$ cat src/rtl/cm_pwm_pkg.sv
// Package: shared definitions for the current-mode PWM output latch.
// Assumes: the rate strap is a static level decoded as a single bit.
package cm_pwm_pkg;

    // Rate variant selected by the strap input.
    typedef enum logic {
        RATE_FULL = 1'b0,
        RATE_HALF = 1'b1
    } rate_e;

    // Reset value of the remembered oscillator phase: charge, so that a
    // phase already high at reset release is not taken as a period start.
    localparam logic PHASE_RESET = 1'b1;

    // Reset value of the half-rate toggle: the pulse-enabled phase.
    localparam logic ARM_RESET = 1'b1;

    // Decode the strap into the rate variant.
    function automatic rate_e decode_rate(input logic strap);
        return strap ? RATE_HALF : RATE_FULL;
    endfunction

endpackage

$ cat src/rtl/cm_pwm_phase_track.sv
// Module: tracks the oscillator phase and marks period starts.
// Assumes: osc_charge is already synchronous to clk (1 = charge phase).
module cm_pwm_phase_track
    import cm_pwm_pkg::*;
#(
    parameter logic RESET_PHASE = PHASE_RESET
) (
    input  logic clk,
    input  logic rst_n,
    input  logic osc_charge,
    output logic period_start,
    output logic in_discharge
);

    logic phase_q;

    // Remember the phase sampled at the previous edge.
    always_ff @(posedge clk) begin
        if (!rst_n) begin
            phase_q <= RESET_PHASE;
        end else begin
            phase_q <= osc_charge;
        end
    end

    // A start is the first charge sample after a discharge sample.
    always_comb begin
        period_start = osc_charge && !phase_q;
        in_discharge = !osc_charge;
    end

endmodule

$ cat src/rtl/cm_pwm_rate_toggle.sv
// Module: half-rate toggle that permits a pulse on alternate periods.
// Assumes: re-arms to the pulse-enabled phase while disabled or in full
// rate, so the first half-rate period after start-up always pulses.
module cm_pwm_rate_toggle
    import cm_pwm_pkg::*;
#(
    parameter logic ARM_INIT = ARM_RESET
) (
    input  logic  clk,
    input  logic  rst_n,
    input  logic  run_enable,
    input  rate_e rate,
    input  logic  period_start,
    output logic  pulse_permit
);

    logic arm_q;

    // Flip the toggle on each half-rate period start; re-arm otherwise.
    always_ff @(posedge clk) begin
        if (!rst_n) begin
            arm_q <= ARM_INIT;
        end else if (!run_enable || rate == RATE_FULL) begin
            arm_q <= ARM_INIT;
        end else if (period_start) begin
            arm_q <= !arm_q;
        end
    end

    // Full rate permits every period; half rate only armed periods.
    always_comb begin
        pulse_permit = (rate == RATE_FULL) ? 1'b1 : arm_q;
    end

endmodule

$ cat src/rtl/cm_pwm_pulse_latch.sv
// Module: the output latch that forms one gate pulse per period.
// Assumes: priority is kill, then period start, then blank, then trip;
// a trip counts only while the output is already high.
module cm_pwm_pulse_latch (
    input  logic clk,
    input  logic rst_n,
    input  logic kill,
    input  logic period_start,
    input  logic pulse_permit,
    input  logic blank,
    input  logic trip,
    output logic gate
);

    logic gate_q;

    // Set at a permitted start, clear on kill, blank or trip, else hold.
    always_ff @(posedge clk) begin
        if (!rst_n) begin
            gate_q <= 1'b0;
        end else if (kill) begin
            gate_q <= 1'b0;
        end else if (period_start) begin
            gate_q <= pulse_permit;
        end else if (blank) begin
            gate_q <= 1'b0;
        end else if (gate_q && trip) begin
            gate_q <= 1'b0;
        end
    end

    assign gate = gate_q;

endmodule

$ cat src/rtl/cm_pwm_latch.sv
// Module: top of the current-mode PWM output latch.
// Assumes: all inputs are synchronous to clk; the strap is static while
// pulses are running.
module cm_pwm_latch
    import cm_pwm_pkg::*;
(
    input  logic clk,
    input  logic rst_n,
    input  logic osc_charge,
    input  logic cs_trip,
    input  logic run_enable,
    input  logic half_rate,
    output logic gate_drive
);

    rate_e rate;
    logic  period_start;
    logic  in_discharge;
    logic  pulse_permit;
    logic  blank;

    // Decode the strap and gate the discharge blank by the rate mode.
    always_comb begin
        rate  = decode_rate(half_rate);
        blank = in_discharge && (rate == RATE_FULL);
    end

    cm_pwm_phase_track u_phase (
        .clk          (clk),
        .rst_n        (rst_n),
        .osc_charge   (osc_charge),
        .period_start (period_start),
        .in_discharge (in_discharge)
    );

    cm_pwm_rate_toggle u_toggle (
        .clk          (clk),
        .rst_n        (rst_n),
        .run_enable   (run_enable),
        .rate         (rate),
        .period_start (period_start),
        .pulse_permit (pulse_permit)
    );

    cm_pwm_pulse_latch u_latch (
        .clk          (clk),
        .rst_n        (rst_n),
        .kill         (!run_enable),
        .period_start (period_start),
        .pulse_permit (pulse_permit),
        .blank        (blank),
        .trip         (cs_trip),
        .gate         (gate_drive)
    );

endmodule

$ cat config.mk
export PLATFORM = sky130hd
export DESIGN_NAME = cm_pwm_latch
export DESIGN_NICKNAME = d
export VERILOG_FILES = /design/src/rtl/cm_pwm_pkg.sv /design/src/rtl/cm_pwm_phase_track.sv /design/src/rtl/cm_pwm_rate_toggle.sv /design/src/rtl/cm_pwm_pulse_latch.sv /design/src/rtl/cm_pwm_latch.sv
export SDC_FILE = /design/constraint.sdc
export NUM_CORES = 1
export LEC_CHECK = 0
export ABC_AREA = 1
export CAP_MARGIN = 15
export CELL_PAD_IN_SITES_DETAIL_PLACEMENT = 0
export CELL_PAD_IN_SITES_GLOBAL_PLACEMENT = 2
export CORE_AREA = 2 2 39 41
export DETAILED_ROUTE_END_ITERATION = 10
export DIE_AREA = 0 0 41 43
export HOLD_SLACK_MARGIN = 0.1
export MAX_ROUTING_LAYER = met4
export PLACE_DENSITY = 0.59
export SLEW_MARGIN = 20
export SYNTH_ARGS = -nofsm -noshare
export SYNTH_HDL_FRONTEND = slang
export SYNTH_SLANG_ARGS = --single-unit
$ cat constraint.sdc
create_clock -name clk -period 1.68 [get_ports clk]
set_input_delay 0.168 -clock clk [delete_from_list [all_inputs] [get_ports clk]]
set_output_delay 0.168 -clock clk [all_outputs]
set_load 0.02 [all_outputs]
Word-level counts from Yosys, hierarchy flattened
Cells that the tools add are included.
Word-level totals
  bits in registers: 3
  input bits: 6
  output and inout bits: 1
  logic and storage cells: 21
Cells by class
  muxes and demuxes: 5
  bitwise gates (word level): 2
  reduce and logical (&&, ||, !) cells: 11
Operator list (count)
  1-bit two-way mux: 5
  1-bit zero test: 4
  1-bit logical AND: 3
  3-bit nonzero test: 1
  1-bit NOT: 2
  2-bit AND reduction: 1
  2-bit OR reduction: 1
  1-bit logical OR: 1

Logic depth before layout (Yosys ltp)
  word-level depth: 5
  gate-level depth with buffers: 5

Modules after synthesis
Synthesis repeated with hierarchy kept, for this count alone.
Unflattened totals
  cell total of the unflattened synthesis: 29
  area total of the unflattened synthesis: 171.4 µm²
Modules (own cells, without submodules)
  cm_pwm_pulse_latch: times used 1, cells each 11, area an instance 66.3 µm², sequential area each 20.0 µm²
  cm_pwm_rate_toggle: times used 1, cells each 11, area an instance 57.6 µm², sequential area each 20.0 µm²
  cm_pwm_phase_track: times used 1, cells each 4, area an instance 33.8 µm², sequential area each 20.0 µm²
  cm_pwm_latch: times used 1, cells each 3, area an instance 13.8 µm², sequential area each 0.0 µm²

Least setup slack after synthesis
Ideal clock, no wire load.
  kind: register -> register
  start: register u_latch.gate_q, in the netlist u_latch.gate
  end: register u_latch.gate_q, in the netlist u_latch.gate
  library setup time: 0.064 ns
  arrival time: 0.652 ns
  setup slack: 0.964 ns
  stages on the path, launching flop included: 5
  buffers on the path: 0
  cells stage by stage: dfxtp_1 > nand2_1 > nand2_1 > nand2_1 > nor2_1
Between the ends
  cells in the longest elaborated chain, start to end: 2
RTL lines
  start, declared: RTL line cm_pwm_pulse_latch.sv:15  | logic gate_q;
  start signal, assigned: RTL line cm_pwm_pulse_latch.sv:24  | gate_q <= pulse_permit;
  1-bit logical AND: RTL line cm_pwm_pulse_latch.sv:27  | end else if (gate_q && trip) begin
  3-bit nonzero test (no source line)
No other way between the ends.
A chain may end at the register's enable or synchronous reset.

Worst setup path in the final report
  start: register u_latch.gate_q, in the netlist u_latch.gate
  end: output gate_drive
RTL lines
  end, declared: RTL line cm_pwm_latch.sv:13  | output logic gate_drive
No word-level cell between the ends.

==> results.toml <==
[worst_setup_path]
worstPathArrival_ns = 1.14
cp.required_ns = 1.51
regToRegSetupSlack_ns = 0.98
r2r_end = "u_latch.gate$_SDFFE_PN0P_"
crit_slowest_cell = "clkdlybuf4s50_1"
end_kind = "primary output"
startpoint = "u_latch.gate$_SDFFE_PN0P_"
cp_max_fo = 2
r2r-start = "u_phase.phase_q$_SDFF_PN1_"
critPathTopFamily = "buffers and inverters"
path_class = "flop to primary output"
critical_path.cell_chain = "clkdlybuf4s50_1"
max_stage_delay_ns = 0.60
path_buf_inv = 1
r2r.worst_path.cells = 4
critPathLaunchType = "flop"

[clock_network]
cts_tree = "yes"
clkLatencyLatePin_ns = 0.23
cts_setup_buffers = 0
clockBufferDepth = 2
clockRootBuffer = "clkbuf_4"
cts_hold_buffers = 0
cts_buffers = 3
clkTransAtPathRegs_ns = 0.04
htreeDepth = 1
cts_sinks = 3
post_cts_resized = 0

[yosys]
synth.largest_area_cell = "dfxtp_1"
yosys_warnings = 0
synthCells = 22
syn_area_sq_um = 136
syn-num-nets = 28
ys_seq_elements = 3
synth_area_leaders = "dfxtp_1 (44%), nand2_1 (19%), inv_1 (14%)"
synth-edff-count = 0
synth_ff_type = "dfxtp_1"
yosysMostFrequentCell = "nand2_1"
synth_common_cells = "nand2_1 (7), inv_1 (5), nor2_1 (4)"
async_reset_ff_share_pct = 0
synth.avg_cell_area_sq_um = 6.20
synth_top_area_share_pct = 44.0
ys_types = 6
yosysSeqAreaShare_pct = 44.0

[hold_path]
hp-class = "primary input to flop"
min_from = "rst_n"
hold_depth = 2
min_to = "u_phase.phase_q$_SDFF_PN1_"

[die]
die_area_sq_mm = 0.00176
core_area_sq_mm = 0.00138
pin_count = 7
die_h_um = 43
die_w_um = 41
row_count = 14
start_util_pct = 9.86

[finish]
final.fill_count = 153
final_layout_size_suffix_gt1_share_pct = 12.5
nets = 39
antenna_cells = 0
syn_to_final_growth_pct = 78.0

[timing]
rsz0062_at_grt = "false"
finalSetupViolations = 0
drv_slew = 0
fin_skew_ns = 0.00101
min_period_ns = 1.31
fin_tns_setup_ns = 0
setup_slack_ns = 0.373
relSlewSlack_pct = 85.7
fin_crit_sh_pct = 77.8
worst_pin_slew_ns = 0.213
clock.fmax_mhz = 765
hold_violations = 0

[grt]
grtUsageTotal_pct = 4.73
grt_pass1_wl_um = 483
antenna_found_initial = 0
use_met3_pct = 6.28
gr-usage-met2_pct = 5.31
busiest_layer = "met3"
gr-usage-met1_pct = 4.49
grt_pass1_vias = 140
grt_max_degree = 5
grt_overflow = 0

[drt]
antenna_left = 0
dr.pass1.iters = 4
drt_iter0_markers = 3
post-route-drc-count = 0
routedWlPerCell_um = 5.23
wl_um = 251
via_count = 141
vias_per_cell = 2.94

[place]
pre_cts_ws_ns = 0.601
port_buffers = 6
dp_hpwl_um = 210
gp_congestion = 0.604

[power]
power_density_mw_per_mm2 = 906
vdd_drop_max_v = 0.000376
power_leakage_uw = 0.000129

[outcome]
status = "finished clean"

[flow_run]
drv_cap = 0
## per-layer routing
metal,share of wire (%),vias up
met3,19,0
li1,-,83
met2,33,9
met4,0,0
met5,0,-
met1,47,49
## area by class of cell
class	count	area [sq um]	share of cell area, %
well taps	16	20.0	8.25
inverters	5	18.8	7.73
multi-input cells	14	57.6	23.7
repair buffers	6	60.1	24.7
flip-flops and latches	3	60.1	24.7
clock buffers	4	26.3	10.8
## worst max path at each step
stage / end / slack [ns] / depth (start not counted)
5_1_grt: gate_drive / 0.33 / 1
3_3_place_gp: u_latch.gate$_SDFFE_PN0P_ / 0.61 / 4
6_report: gate_drive / 0.37 / 1
3_5_place_dp: gate_drive / 0.60 / 1
2_1_floorplan: u_latch.gate$_SDFFE_PN0P_ / 0.96 / 4
4_1_cts: gate_drive / 0.35 / 1
## power breakdown
part,internal (uW),switching [uW],total [uW]
combinational,13.9,8.38,22.2
sequential,73.6,0.565,74.2
clock,88.8,34.7,124
## cell families after synthesis
kind of cell | synth area share, %
simple gates | 42.2
buf+inv | 13.8
flops | 44.0
## state kept, by name (all words and copies together), names as in the netlist
register and flops:
u_toggle.arm_q 1, u_latch.gate 1, u_phase.phase_q 1
## stage by stage
stage | hold slack, ns | total power (uW) | instances | cell area (sq um) | utilization (%)
after floorplan | 0.237 | 83.1 | 22 | 136 | -
after global placement | 0.446 | 97.8 | 44 | 216 | 15.6
after detailed placement | 0.459 | 97.8 | 44 | 216 | 15.6
after CTS | 0.447 | 228 | 48 | 243 | 17.5
after global routing | 0.479 | 233 | 48 | 243 | 17.5
final | 0.452 | 220 | 48 | 243 | 17.5
## cells in the final DEF, fill, tap and decap left out
master,count
nor2_1,4
nor2_2,1
clkdlybuf4s50_1,6
clkbuf_4,3
dfxtp_1,3
nand3_1,2
nand2_1,7
inv_1,5
clkbuf_1,1
Note: power is estimated with default switching activity, not from simulation.
